--- src/rtl/pq_pkg.sv ---
package pq_pkg;
  localparam int PQ_SLOTS = 3;
  localparam int PQ_PTR_W = $clog2(PQ_SLOTS);

  // Strobes from control to datapath
  typedef struct packed {
    logic                writeEn;
    logic [PQ_PTR_W-1:0] writeSlot;
    logic [PQ_PTR_W-1:0] readSlot;
    logic                readHi;
  } pq_strobe_t;
endpackage

--- src/rtl/pq_ctrl.sv ---
module pq_ctrl
  import pq_pkg::*;
#(
  parameter int SLOTS = PQ_SLOTS,
  localparam int PTR_W = PQ_PTR_W,
  localparam int CAP = 2 * SLOTS,
  localparam int CNT_W = $clog2(CAP + 1)
) (
  input  logic                    clk,
  input  logic                    rstN,
  input  logic                    flushReq,
  input  logic                    flushOdd,
  input  logic                    fetchGrant,
  input  logic                    byteTake,
  output logic                    fetchReq,
  output logic                    byteValid,
  output logic [CNT_W-1:0]        queueCount,
  output logic signed [CNT_W:0]   ipCorrection,
  output pq_strobe_t              strobes
);

  logic [PTR_W-1:0] rdPtr, wrPtr, rdNext, wrNext;
  logic hiSel, hiNext, emptyQ, emptyNext;
  logic full, doWrite, doRead, endWord;
  logic [CNT_W-1:0] wordsHeld, countBytes;

  function automatic logic [PTR_W-1:0] stepPtr(input logic [PTR_W-1:0] p);
    return (p == PTR_W'(SLOTS - 1)) ? '0 : p + 1'b1;
  endfunction

  assign full = !emptyQ && (rdPtr == wrPtr);

  always_comb begin
    if (emptyQ)              wordsHeld = '0;
    else if (full)           wordsHeld = CNT_W'(SLOTS);
    else if (wrPtr > rdPtr)  wordsHeld = CNT_W'(wrPtr - rdPtr);
    else                     wordsHeld = CNT_W'(SLOTS) - CNT_W'(rdPtr) + CNT_W'(wrPtr);
  end

  assign countBytes = emptyQ ? '0 : ({wordsHeld[CNT_W-2:0], 1'b0} - CNT_W'(hiSel));

  assign doWrite = fetchGrant && !flushReq && !full;
  assign doRead  = byteTake && !emptyQ;
  assign endWord = doRead && hiSel;

  always_comb begin
    rdNext = endWord ? stepPtr(rdPtr) : rdPtr;
    wrNext = doWrite ? stepPtr(wrPtr) : wrPtr;
    if (flushReq) begin
      rdNext = '0;
      wrNext = '0;
      hiNext = flushOdd;
      emptyNext = 1'b1;
    end else begin
      hiNext = doRead ? !hiSel : hiSel;
      if (doWrite)                                  emptyNext = 1'b0;
      else if (endWord && stepPtr(rdPtr) == wrPtr)  emptyNext = 1'b1;
      else                                          emptyNext = emptyQ;
    end
  end

  always_ff @(posedge clk) begin
    if (!rstN) begin
      rdPtr  <= '0;
      wrPtr  <= '0;
      hiSel  <= 1'b0;
      emptyQ <= 1'b1;
    end else begin
      rdPtr  <= rdNext;
      wrPtr  <= wrNext;
      hiSel  <= hiNext;
      emptyQ <= emptyNext;
    end
  end

  assign fetchReq     = !full && !flushReq;
  assign byteValid    = !emptyQ;
  assign queueCount   = countBytes;
  assign ipCorrection = -$signed({1'b0, countBytes});

  always_comb begin
    strobes.writeEn   = doWrite;
    strobes.writeSlot = wrPtr;
    strobes.readSlot  = rdPtr;
    strobes.readHi    = hiSel;
  end

  assert_no_overflow_R2: assert property (@(posedge clk) disable iff (!rstN)
    (countBytes == CNT_W'(CAP)) |-> !fetchReq);
  assert_ptr_wrap_R4: assert property (@(posedge clk) disable iff (!rstN)
    (rdPtr < PTR_W'(SLOTS)) && (wrPtr < PTR_W'(SLOTS)));
  assert_count_range_R5: assert property (@(posedge clk) disable iff (!rstN)
    countBytes <= CNT_W'(CAP));
  assert_odd_preset_R8: assert property (@(posedge clk) disable iff (!rstN)
    (flushReq && flushOdd) |=> (hiSel && emptyQ));
  assert_both_honoured_R9: assert property (@(posedge clk) disable iff (!rstN)
    (doWrite && doRead) |=> (countBytes == $past(countBytes) + 1'b1));
  assert_idle_stable_R10: assert property (@(posedge clk) disable iff (!rstN)
    (!fetchGrant && !flushReq && (!byteTake || emptyQ)) |=> $stable(countBytes));
endmodule

--- src/rtl/pq_data.sv ---
module pq_data
  import pq_pkg::*;
#(
  parameter int SLOTS = PQ_SLOTS,
  parameter int WORD_W = 16,
  localparam int BYTE_W = WORD_W / 2
) (
  input  logic              clk,
  input  logic              rstN,
  input  pq_strobe_t        strobes,
  input  logic [WORD_W-1:0] wordIn,
  output logic [BYTE_W-1:0] byteOut
);

  logic [SLOTS-1:0][WORD_W-1:0] slotQ;
  logic [WORD_W-1:0] curWord;

  always_ff @(posedge clk) begin
    if (!rstN) begin
      slotQ <= '0;
    end else begin
      for (int s = 0; s < SLOTS; s++) begin
        if (strobes.writeEn && strobes.writeSlot == PQ_PTR_W'(s)) slotQ[s] <= wordIn;
      end
    end
  end

  always_comb begin
    curWord = '0;
    for (int s = 0; s < SLOTS; s++) begin
      if (strobes.readSlot == PQ_PTR_W'(s)) curWord = slotQ[s];
    end
  end

  assign byteOut = strobes.readHi ? curWord[WORD_W-1:BYTE_W] : curWord[BYTE_W-1:0];
endmodule

--- src/rtl/prefetch_queue.sv ---
module prefetch_queue
  import pq_pkg::*;
#(
  parameter int WORD_W = 16,
  localparam int BYTE_W = WORD_W / 2,
  localparam int CNT_W = $clog2(2 * PQ_SLOTS + 1)
) (
  input  logic                  clk,
  input  logic                  rstN,
  input  logic                  flushReq,
  input  logic                  flushOdd,
  output logic                  fetchReq,
  input  logic                  fetchGrant,
  input  logic [WORD_W-1:0]     fetchData,
  output logic                  byteValid,
  output logic [BYTE_W-1:0]     byteData,
  input  logic                  byteTake,
  output logic [CNT_W-1:0]      queueCount,
  output logic signed [CNT_W:0] ipCorrection
);

  pq_strobe_t strobes;

  pq_ctrl #(.SLOTS(PQ_SLOTS)) ctrl_i (
    .clk(clk), .rstN(rstN), .flushReq(flushReq), .flushOdd(flushOdd),
    .fetchGrant(fetchGrant), .byteTake(byteTake), .fetchReq(fetchReq),
    .byteValid(byteValid), .queueCount(queueCount),
    .ipCorrection(ipCorrection), .strobes(strobes)
  );

  pq_data #(.SLOTS(PQ_SLOTS), .WORD_W(WORD_W)) data_i (
    .clk(clk), .rstN(rstN), .strobes(strobes), .wordIn(fetchData),
    .byteOut(byteData)
  );

  assert_flush_empties_R7: assert property (@(posedge clk) disable iff (!rstN)
    flushReq |=> (queueCount == '0 && !byteValid));
  assert_empty_novalid_R10: assert property (@(posedge clk) disable iff (!rstN)
    (queueCount == '0) == !byteValid);
endmodule

--- config.mk ---
export PLATFORM = sky130hd
export DESIGN_NAME = prefetch_queue
export DESIGN_NICKNAME = d
export VERILOG_FILES = /design/src/rtl/pq_pkg.sv /design/src/rtl/pq_ctrl.sv /design/src/rtl/pq_data.sv /design/src/rtl/prefetch_queue.sv
export SDC_FILE = /design/constraint.sdc
export NUM_CORES = 1
export LEC_CHECK = 0
export BUFFER_PORTS_ARGS = -buffer_cell sky130_fd_sc_hd__buf_4
export CORE_MARGIN = 2
export CORE_UTILIZATION = 50
export DETAILED_ROUTE_END_ITERATION = 7
export GPL_ROUTABILITY_DRIVEN = 0
export PLACE_DENSITY = 0.71
export SYNTH_ARGS = -nofsm -noshare
export SYNTH_HDL_FRONTEND = slang
export SYNTH_HIERARCHICAL = 1
export SYNTH_SLANG_ARGS = --single-unit
--- constraint.sdc ---
create_clock -name clk -period 3.7 [get_ports clk]
set_clock_uncertainty 0.2 [all_clocks]
set_input_delay 0.185 -clock clk [delete_from_list [all_inputs] [get_ports clk]]
set_output_delay 0.185 -clock clk [all_outputs]
set_load 0.01 [all_outputs]
Word-level counts from Yosys, hierarchy flattened:

Cells that the tools add are included.

* add/subtract/negate cells: 7
* multiply operators: 0
* div/mod/pow operators: 0
* magnitude comparators: 1
* equal/unequal tests: 6
* shift-type cells: 0
* muxes and demuxes: 14
* bitwise gates (word level): 1
* reduce and logical (&&, ||, !) cells: 19

Operator list (count)
* 16-bit two-way mux: 3
* 1-bit logical AND: 10
* 2-bit two-way mux: 5
* 8-bit two-way mux: 1
* 2-bit by 1-bit adder with 2-bit output, second input constant: 2
* 2-bit by 1-bit equality test with 1-bit output, second input constant: 2
* 2-bit equality test: 2
* 2-bit equality test, second input constant: 2
* 1-bit logical NOT: 4
* 2-bit logical NOT: 2
* 1-bit two-way mux: 4
* 3-bit negator with 4-bit output: 1
* 2-bit nonzero test: 2
* 3-bit two-way mux: 1
* 3-bit by 1-bit subtractor with 3-bit output: 1
* 2-bit adder: 1
* 2-bit > comparator: 1
* 2-bit OR reduction: 1
* 2-bit subtractor: 1
* 2-bit subtractor, first input constant: 1
* 1-bit NOT: 1

* flip-flop bits (word level): 54
* bits in latches: 0
* RAM bits: 0
* ROM bits: 0
* output and inout bits: 17
* word-level logic and storage cells: 55
* memories: 0

Logic depth before layout (Yosys ltp):

Gate-level depths: netlist (run 1).

* word-level depth: 8
* mapped depth: 11

Hierarchy:

The synthesis (run 1) kept the hierarchy.

Modules (own cells, without submodules)
* pq_data: times used 1, cells an instance 260, area each 2254.7 sq um, seq. area each 960.9 sq um
* pq_ctrl: times used 1, cells an instance 66, area each 525.5 sq um, seq. area each 120.1 sq um

Least setup slack after synthesis (run 1):

Ideal clock, no wire load.

* path type: reg-to-output
* from: reg ctrl_i.wrPtr[0]
* to: out ipCorrection[2]
* arrival: 2.908 ns
* data required time: 3.315 ns
* path slack: 0.407 ns
* stages on the path, launching flop included: 10
* path buffers: 0
* cell sequence: dfxtp_1 > inv_1 > ha_1 > fa_1 > nor2b_1 > or3_2 > ha_1 > or4_4 > a21oi_2 > xnor2_1

* longest elaborated chain between the ends: 7
* elaborated cells between the ends (all ways): 11

Ends and longest elaborated chain
* start, declared: line pq_ctrl.sv:22 `logic [PTR_W-1:0] rdPtr, wrPtr, rdNext, wrNext;`
* start signal, assigned: line pq_ctrl.sv:70 `wrPtr <= wrNext;`
* 2-bit adder, or another cell as far along: line pq_ctrl.sv:37 `else wordsHeld = CNT_W'(SLOTS) - CNT_W'(rdPtr) + CNT_W'(wrPtr);`
* 2-bit two-way mux or 1-bit logical AND (tied branches): line pq_ctrl.sv:36, pq_ctrl.sv:31
* 2-bit two-way mux (*): line pq_ctrl.sv:35 `else if (full) wordsHeld = CNT_W'(SLOTS);`
* 2-bit two-way mux (*): line pq_ctrl.sv:34 `if (emptyQ) wordsHeld = '0;`
* 3-bit by 1-bit subtractor with 3-bit output (*): line pq_ctrl.sv:40 `assign countBytes = emptyQ ? '0 : ({wordsHeld[CNT_W-2:0], 1'b0} - CNT_W'(hiSel));`
* 3-bit two-way mux (*): line pq_ctrl.sv:40
* net queueCount[2]: line prefetch_queue.sv:18 `output logic [CNT_W-1:0] queueCount,`
* 3-bit negator with 4-bit output (*): line pq_ctrl.sv:79 `assign ipCorrection = -$signed({1'b0, countBytes});`
* end, declared: line prefetch_queue.sv:19 `output logic signed [CNT_W:0] ipCorrection`

The timed path passes the listed nets; every way through them passes the cells marked *.

Worst setup path in the final report (run 1):

* from: reg ctrl_i.wrPtr[0]
* to: out ipCorrection[2]

* longest elaborated chain between the ends: 7
* elaborated cells between the ends (all ways): 11

Ends and longest elaborated chain (line)
* 2-bit adder, or another cell as far along: pq_ctrl.sv:37
* 2-bit two-way mux or 1-bit logical AND (tied branches): pq_ctrl.sv:36, pq_ctrl.sv:31
* 2-bit two-way mux (*): pq_ctrl.sv:35
* 2-bit two-way mux (*): pq_ctrl.sv:34
* 3-bit by 1-bit subtractor with 3-bit output (*): pq_ctrl.sv:40
* 3-bit two-way mux (*): pq_ctrl.sv:40
* 3-bit negator with 4-bit output (*): pq_ctrl.sv:79

Mark *: on every way between the ends. The rest lies on a longest branch, timed or not.

==> results of run 1 <==
state kept, by name (all words and copies together), names as in the netlist:
signal	count
data_i/slotQ	48
ctrl_i/rdPtr	2
ctrl_i/hiSel	1
ctrl_i/wrPtr	2
ctrl_i/emptyQ	1
cell usage in the layout, fill, tap and decap left out, types with 2 or more instances in the layout:
cell / count
nand2_1: 99
dfxtp_1: 54
buf_4: 42
a21boi_0: 32
dlygate4sd3_1: 17
a21boi_1: 16
mux2_2: 15
a21oi_1: 14
inv_1: 9
nor2_1: 8
a22oi_1: 8
a221oi_1: 7
clkbuf_8: 6
ha_1: 5
nand2b_1: 4
and2_1: 2
nor2b_1: 2
mux2i_1: 2
mux2_4: 2
and3b_1: 2
nand3b_2: 2
area by class of cell:
type | count | area (um^2)
clock buffer | 7 | 86.33
clock inverter | 1 | 5.005
fill | 496 | 2150
inverter | 9 | 33.78
multi-input combinational | 239 | 1508
sequential | 54 | 1081
tap | 72 | 90.09
timing repair buffer | 59 | 485.5
logic make-up (layout without fill, tap and decap cells):
group	Yosys count	after routing	share of synthesized area
and+or+nand+nor	127	127	0.2025
AOI/OAI and AO/OA	85	85	0.2250
DFF	54	54	0.3888
buffers and inverters	33	76	0.06885
muxes	19	19	0.07876
adders and majority gates	6	6	0.02970
xor gates and xnor gates	2	2	0.006302
stage by stage:
stage | cells | setup slack, ps | instance area (um^2) | power, mW | util
floorplan | 326 | 407.5 | 2780 | 0.6955 | -
global placement | 416 | 614.7 | 3028 | 0.7487 | 0.5567
detailed placement | 416 | 531.8 | 3028 | 0.7499 | 0.5567
CTS | 441 | 183.8 | 3289 | 1.097 | 0.6048
global route | 441 | 16.29 | 3289 | 1.133 | 0.6048
finish | 441 | 159.5 | 3289 | 1.087 | 0.6048
worst register-to-register path: cells and delay by family, from the launching register on:
family	cells	cell delay [ps]
adder cells (fa/ha/maj)	1	360
AND/OR/NAND/NOR	3	1250
buffers and inverters	1	110
AO/OA/AOI/OAI	2	400
flip-flops	1	470
power breakdown:
part | internal (mW) | switching [mW] | total, mW | leakage [nW]
sequential | 0.592 | 0.0103 | 0.603 | 0.437
clock | 0.151 | 0.185 | 0.337 | 0.0482
combinational | 0.0797 | 0.0680 | 0.148 | 0.784
total | 0.824 | 0.264 | 1.09 | 1.27
final timing paths:
| check | end | depth (start not counted) | from |
|---|---|---|---|
| setup / recovery | ipCorrection[2] | 10 | ctrl_i/wrPtr[0] |
| hold / removal | ctrl_i/hiSel | 3 | flushOdd |
| setup reg to reg | data_i/slotQ[4] | 7 | ctrl_i/rdPtr[1] |
| hold reg to reg | data_i/slotQ[12] | 2 | data_i/slotQ[12] |
metal layers:
metal	wire length (um)	up-vias	track usage
met5	0	-	0
met4	0	0	0.04386
met3	259	0	0.04253
met2	3079	40	0.3632
met1	3101	1120	0.2938
li1	-	1193	-
==> impl_metrics.yaml, run 1 <==
clocking:
  cts_tree: "yes"
  clk_latency_ps: 300
  htree_num_levels: 2
  clk_pin_slew_worst_paths_ps: 90
  postCtsSetupRepairBufs: 0
  root_buffer: "clkbuf_8"
  cts.repair.resized: 0
  clockBufferDepth: 2
  numCtsBuffers: 5
  cts.sinks: 54
  cts_hold_buffers: 17
routing:
  avgRoutedWirePerCell_um: 14.60
  drcViolationCount: 0
  viasPerCell: 5.336
  routed-via-count: 2353
  first_iter_violations: 131
  drt_wl_total_mm: 6.440
  ant_nets: 0
  drt_first_pass_iters: 4
global_routing:
  grt_pass1_wl_mm: 10.76
  grt_pass1_vias: 2255
  grt_max_degree: 51
  grt_usage: 0.2179
  antenna_found_initial: 0
  gr-total-overflow: 0
floorplanning:
  fp-row-count: 27
  die_x_um: 78.57
  ios: 39
  die-area_um2: 6172
  initial_utilization: 0.5112
  die_y_um: 78.57
  core_area_um2: 5439
critical_path:
  critical_path_class: "reg -> out"
  crit_chain: "inv_1, ha_1, fa_1, nor2b_1, or3_2, ha_1, or4_4, a21oi_2, xnor2_1, buf_4"
  worstPathArrival_ps: 3160
  crit_family: "simple AND/OR/NAND/NOR gates"
  reg2reg_setup_slack_ps: 850
  required_ps: 3310
  slowest_delay_ps: 550
  crit_path_start_kind: "register"
  slowest_stage: "or4_4"
  path_max_fanout: 4
  crit_path_frequent_cell: "ha_1"
  crit_path_end_kind: "primary output"
  crit_buf_inv: 2
logic_synthesis:
  synth_seq_cells: 54
  netlist.area_leader.share: 0.3888
  synth_seq_area_share: 0.3888
  synthCells: 326
  synth_nets: 354
  async_flop_share: 0
  synth_area_leaders: "dfxtp_1 (39%), nand2_1 (13%), a21boi_0 (8.6%)"
  syn_avg_cell_area_um2: 8.528
  synth-main-ff-cell: "dfxtp_1"
  synth_area_um2: 2780
  yosys.area.top_type: "dfxtp_1"
  ys_warn_count: 6
  yosysMostFrequentCell: "nand2_1"
  synth.distinct_cells: 42
  synth-edff-count: 0
  synth_common_cells: "nand2_1 (99), dfxtp_1 (54), a21boi_0 (32)"
pwr:
  peakVddDrop_mv: 0.1654
  p_leak_nw: 1.269
  p_per_area_nw_per_um2: 330.5
sta:
  hold_violations: 0
  post-route-period-util: 0.9569
  slew-limit-headroom: 0.4786
  tns_ps: 0
  holdWs_ps: 16.24
  rsz0062_at_grt: "no"
  setup_violations: 0
  max_freq_ghz: 0.2824
  drv_slew: 0
  tightest_slew_ps: 781.3
  period_needed_ps: 3541
hold_path:
  hp-class: "in -> reg"
layout:
  finalNetCount: 396
  syn2layout_area_growth_pct: 18.32
  antenna_cells: 0
  drive_gt1_frac: 0.2005
place:
  dp_hpwl_mm: 4.109
  portBuffers: 38
job:
  maxCapViolCount: 0
run_status:
  status: "finished, final reports clean"
Power figures use the tool's default switching activity.
==> run 2: changes to the inputs <==
--- a/config.mk
+++ b/config.mk
@@ -8,6 +8,7 @@
 export BUFFER_PORTS_ARGS = -buffer_cell sky130_fd_sc_hd__buf_4
 export CORE_MARGIN = 2
 export CORE_UTILIZATION = 50
+export CTS_CLUSTER_DIAMETER = 150
 export DETAILED_ROUTE_END_ITERATION = 7
 export GPL_ROUTABILITY_DRIVEN = 0
 export PLACE_DENSITY = 0.71
==> constraint.sdc (replaced) <==
create_clock -name clk -period 3.7 [get_ports clk]
set_clock_uncertainty 0.2 [all_clocks]
set_input_delay 0.74 -clock clk [delete_from_list [all_inputs] [get_ports clk]]
set_output_delay 0.74 -clock clk [all_outputs]
set_load 0.01 [all_outputs]
==> impl_metrics.yaml, run 2 (synthesis results as in run 1) <==
sta:
  setup_violations: 1
  tns_ps: -36.58
  drv_slew: 0
  slew-limit-headroom: 0.5191
  holdWs_ps: 256.5
  hold_violations: 0
  tightest_slew_ps: 721.4
  period_needed_ps: 3737
  setup_ws_ps: -36.58
  rsz0062_at_grt: "yes"
  max_freq_ghz: 0.2676
  post-route-period-util: 1.010
routing:
  routed-via-count: 2260
  first_iter_violations: 133
  viasPerCell: 5.280
  drt_first_pass_iters: 4
  drt_wl_total_mm: 6.301
  avgRoutedWirePerCell_um: 14.72
  ant_nets: 0
  drcViolationCount: 0
critical_path:
  slowest_stage: "or4_4"
  path_max_fanout: 2
  crit_path_start_kind: "register"
  r2r-start: "ctrl_i/rdPtr[1]"
  worstPathArrival_ps: 2800
  crit_start: "ctrl_i/wrPtr[0]"
  crit_chain: "inv_2, ha_4, fa_2, nor2b_4, or3_4, ha_4, or4_4, a21oi_4, xnor2_1, buf_4"
  crit_buf_inv: 2
  critical_path_class: "reg -> out"
  slowest_delay_ps: 500
  crit_family: "simple AND/OR/NAND/NOR gates"
  crit_path_frequent_cell: "ha_4"
  crit_path_end_kind: "primary output"
  required_ps: 2760
pwr:
  switching_share: 0.2422
  netSwitchingPower_mw: 0.2608
  internal_power_mw: 0.8160
  p_per_area_nw_per_um2: 336.4
  clock_power_share: 0.310
  peakVddDrop_mv: 0.1919
  p_seq_frac: 0.556
  power_mw: 1.077
  p_leak_nw: 1.223
  power_frac_comb: 0.134
floorplanning:
  die_y_um: 78.57
  fp-row-count: 27
  ios: 39
  die_x_um: 78.57
  core_area_um2: 5439
  die-area_um2: 6172
  initial_utilization: 0.5112
layout:
  largest-register: "data_i/slotQ"
  finalNetCount: 383
  final_cell_mix: "nand2_1 (99), dfxtp_1 (52), buf_4 (46), a21boi_0 (32), a21boi_1 (16)"
  multiInputGateArea_um2: 1556
  largestRegisters: "data_i/slotQ: 48 flops, ctrl_i/rdPtr: 2 flops, ctrl_i/wrPtr: 2 flops"
  antenna_cells: 0
  final_cell_area_um2: 3201
  largest_reg_flops: 48
  num-fill-cells: 488
  layout_commonest_cell: "nand2_1"
  seqCellArea_um2: 1084
  drive_gt1_frac: 0.2416
  syn2layout_area_growth_pct: 15.12
run_status:
  violations: "negative setup slack"
  status: "complete, but fails checks"
global_routing:
  grt_max_degree: 51
  gr-total-overflow: 0
  grt_pass1_vias: 2124
  antenna_found_initial: 0
  grt_pass1_wl_mm: 10.37
  grt_usage: 0.2128
clocking:
  clk_latency_ps: 290
  clk_pin_slew_worst_paths_ps: 90
  cts_hold_buffers: 0
  cts_tree: "yes"
  root_buffer: "clkbuf_8"
  cts.sinks: 54
  numCtsBuffers: 5
  htree_num_levels: 2
  clockBufferDepth: 2
place:
  dpl_cell_area_um2: 3059
  dp_slack_ps: 29.52
  dp_hpwl_mm: 4.017
  portBuffers: 38
hold_path:
  hp-class: "reg -> reg"
  hold_start: "data_i/slotQ[14]"
job:
  maxCapViolCount: 0
==> run 2: final timing paths <==
| path | to | slack (ps) | cells past startpoint |
|---|---|---|---|
| hold reg to reg | data_i/slotQ[14] | 260 | 2 |
| hold / removal | data_i/slotQ[14] | 260 | 2 |
| setup reg to reg | data_i/slotQ[2] | 960 | 7 |
| setup / recovery | ipCorrection[2] | -40 | 10 |
==> run 2: repair_timing <==
action,4_1_cts,5_1_grt
cloned,0,0
pin swaps,4,0
buffers inserted,1,0
resized for setup,11,0
setup endpoints to repair,4,3
==> run 2: routing by layer <==
metal | global-route usage | vias up | share of wire
met5 | 0 | - | 0
met4 | 0.06491 | 0 | 0.012
met3 | 0.03218 | 6 | 0.033
met2 | 0.3436 | 33 | 0.48
met1 | 0.2933 | 1062 | 0.48
li1 | - | 1159 | -
==> run 2: area by class of cell <==
| class | count | share of cell area |
|---|---|---|
| multi-input combinational | 239 | 0.4863 |
| tap | 72 | 0.02815 |
| clock buffer | 7 | 0.02697 |
| sequential | 54 | 0.3385 |
| timing repair buffer | 46 | 0.1079 |
| clock inverter | 1 | 0.001564 |
| inverter | 9 | 0.01056 |
==> run 2: worst register-to-register path, stage by stage (launching register included) <==
cell      delay [ps]
dfxtp_2          410
inv_1             90
ha_1             350
a31oi_1          220
and2_1           400
or3b_1           710
nand2_1          170
a21boi_0          90
==> run 2: power by group through the flow <==
stage / clock network (mW) / registers (mW) / logic, mW
2_1_floorplan: 0 / 0.612 / 0.0845
3_3_place_gp: 0 / 0.611 / 0.140
3_5_place_dp: 0 / 0.612 / 0.141
4_1_cts: 0.342 / 0.598 / 0.144
5_1_grt: 0.371 / 0.600 / 0.158
6_report: 0.334 / 0.598 / 0.144
==> run 2: through the flow <==
step           utilization  cells
2_1_floorplan            -    326
3_3_place_gp        0.5625    419
3_5_place_dp        0.5625    419
4_1_cts             0.5885    428
5_1_grt             0.5885    428
6_report            0.5885    428
==> run 3: changes to the inputs <==
--- a/config.mk
+++ b/config.mk
@@ -5,13 +5,14 @@
 export SDC_FILE = /design/constraint.sdc
 export NUM_CORES = 1
 export LEC_CHECK = 0
+export ABC_AREA = 1
 export BUFFER_PORTS_ARGS = -buffer_cell sky130_fd_sc_hd__buf_4
 export CORE_MARGIN = 2
 export CORE_UTILIZATION = 50
 export CTS_CLUSTER_DIAMETER = 150
 export DETAILED_ROUTE_END_ITERATION = 7
 export GPL_ROUTABILITY_DRIVEN = 0
-export PLACE_DENSITY = 0.71
+export PLACE_DENSITY = 0.81
 export SYNTH_ARGS = -nofsm -noshare
 export SYNTH_HDL_FRONTEND = slang
 export SYNTH_HIERARCHICAL = 1
==> impl_metrics.yaml, run 3 <==
layout:
  syn2layout_area_growth_pct: 10.75
  num-fill-cells: 548
  utilization: 0.5805
  antenna_cells: 0
  seqCellArea_um2: 1081
  final_cell_mix: "nor2_1 (93), nand2_1 (84), dfxtp_1 (54), buf_4 (43), nand3_1 (37)"
  finalNetCount: 467
  drive_gt1_frac: 0.1545
  multiInputGateArea_um2: 1513
  final_cell_area_um2: 3236
  largestRegisters: "data_i/slotQ: 48 flops, ctrl_i/rdPtr: 2 flops, ctrl_i/wrPtr: 2 flops"
  largest-register: "data_i/slotQ"
  layout_commonest_cell: "nor2_1"
  largest_reg_flops: 48
floorplanning:
  die_y_um: 80.44
  fp-row-count: 27
  core_area_um2: 5574
  die_x_um: 80.44
  initial_utilization: 0.5241
  die-area_um2: 6471
  ios: 39
logic_synthesis:
  synth_area_leaders: "dfxtp_1 (37%), nor2_1 (12%), nand2_1 (11%)"
  netlist.area_leader.share: 0.3700
  yosysMostFrequentCell: "nor2_1"
  ys_warn_count: 6
  synth.distinct_cells: 30
  synth_seq_area_share: 0.3700
  synth-main-ff-cell: "dfxtp_1"
  yosys.area.top_type: "dfxtp_1"
  synth_common_cells: "nor2_1 (93), nand2_1 (84), dfxtp_1 (54)"
  synth-edff-count: 0
  synthCells: 415
  synth_area_um2: 2922
  async_flop_share: 0
  syn_avg_cell_area_um2: 7.040
  synth_nets: 443
  synth_seq_cells: 54
global_routing:
  grt_pass1_wl_mm: 11.99
  grt_pass1_vias: 2504
  grt_usage: 0.2371
  grt_max_degree: 51
  gr-total-overflow: 0
  antenna_found_initial: 0
critical_path:
  reg2reg_setup_slack_ps: 1150
  crit_chain: "buf_4, inv_1, ha_1, nand3_1, o211ai_1, ha_1, nor2_1, inv_1, ha_1, nand4_1, nand2_1, buf_4"
  slowest_delay_ps: 360
  crit_path_start_kind: "register"
  crit_path_end_kind: "primary output"
  path_max_fanout: 22
  r2r-start: "ctrl_i/rdPtr[0]"
  worstPathArrival_ps: 2530
  r2r.worst_path.cells: 12
  slowest_stage: "ha_1"
  rr_endpoint: "data_i/slotQ[12]"
  required_ps: 2760
  critical_path_class: "reg -> out"
  crit_family: "adder cells"
  crit_path_frequent_cell: "ha_1"
  crit_buf_inv: 4
clocking:
  cts_tree: "yes"
  htree_num_levels: 2
  numCtsBuffers: 5
  postCtsSetupRepairBufs: 0
  cts.repair.resized: 0
  cts.sinks: 54
  clk_latency_ps: 300
  cts_hold_buffers: 0
  clk_pin_slew_worst_paths_ps: 90
  clockBufferDepth: 2
  root_buffer: "clkbuf_8"
pwr:
  peakVddDrop_mv: 0.1747
  p_leak_nw: 1.385
  p_per_area_nw_per_um2: 363.4
  power_mw: 1.176
place:
  dpl_cell_area_um2: 3129
  portBuffers: 38
  dp_hpwl_mm: 4.874
sta:
  post-route-period-util: 0.9379
  tns_ps: 0
  drv_slew: 0
  holdWs_ps: 273.0
  period_needed_ps: 3470
  setup_violations: 0
  max_freq_ghz: 0.2882
  rsz0062_at_grt: "no"
  slew-limit-headroom: 0.7036
  tightest_slew_ps: 444.5
  hold_violations: 0
routing:
  first_iter_violations: 341
  drt_first_pass_iters: 6
  drcViolationCount: 0
  drt_wl_total_mm: 7.197
  routed-via-count: 2755
  viasPerCell: 5.381
  avgRoutedWirePerCell_um: 14.06
  ant_nets: 0
hold_path:
  holdPathEnd: "data_i/slotQ[38]"
  whs_path_depth: 2
  hold_start: "data_i/slotQ[38]"
  hp-class: "reg -> reg"
job:
  maxCapViolCount: 0
run_status:
  status: "finished, final reports clean"
==> run 3: stage by stage <==
| stage | std cells | setup slack (ps) |
|---|---|---|
| after floorplan | 415 | 464.8 |
| after global placement | 504 | 596.1 |
| after detailed placement | 504 | 547.6 |
| after CTS | 512 | 206.3 |
| after global routing | 512 | 17.92 |
| final | 512 | 229.7 |
==> run 3: worst max-delay path by stage <==
stage | start | endpoint | slack (ps) | cells past startpoint
6_report | ctrl_i/rdPtr[0] | ipCorrection[2] | 230 | 12
5_1_grt | ctrl_i/rdPtr[0] | ipCorrection[2] | 20 | 13
4_1_cts | ctrl_i/rdPtr[0] | ipCorrection[2] | 210 | 12
3_5_place_dp | ctrl_i/rdPtr[0] | ipCorrection[2] | 550 | 13
3_3_place_gp | ctrl_i/rdPtr[0] | ipCorrection[2] | 600 | 12
2_1_floorplan | ctrl_i/wrPtr[0] | ipCorrection[2] | 460 | 13
==> run 3: metal layers <==
metal	GRT usage	vias up	part of all wire
met3	0.03483	9	0.068
met4	0.07966	0	0.018
met5	0	-	0
met2	0.3958	113	0.48
li1	-	1393	-
met1	0.3134	1240	0.43
==> run 3: cell type report <==
cell class	count	area share
Multi-Input combinational cell	307	0.4675
Sequential cell	54	0.3341
Timing Repair Buffer	43	0.09977
Inverter	28	0.03790
Tap cell	72	0.02784
Clock buffer	7	0.02359
Clock inverter	1	0.009281
==> run 3: kinds of logic after synthesis <==
kind of cell,count (synthesis),synth area share
AO/OA/AOI/OAI,59,0.1156
XOR/XNOR,1,0.002998
adder cells (fa/ha/maj),6,0.02827
buffers and inverters,54,0.1122
flip-flops,54,0.3700
AND/OR/NAND/NOR,241,0.3709
==> run 3: report_power, final <==
part	total, mW	switching (mW)	internal (mW)	leakage [nW]
clock network	0.384	0.181	0.203	0.0524
logic	0.182	0.108	0.0743	0.893
registers	0.609	0.00971	0.600	0.439
total	1.18	0.299	0.877	1.38
==> run 3: worst min-delay path, stage by stage (launching register included) <==
cell	delay (ps)
dfxtp_1	320
nand2_1	60
a21boi_1	50
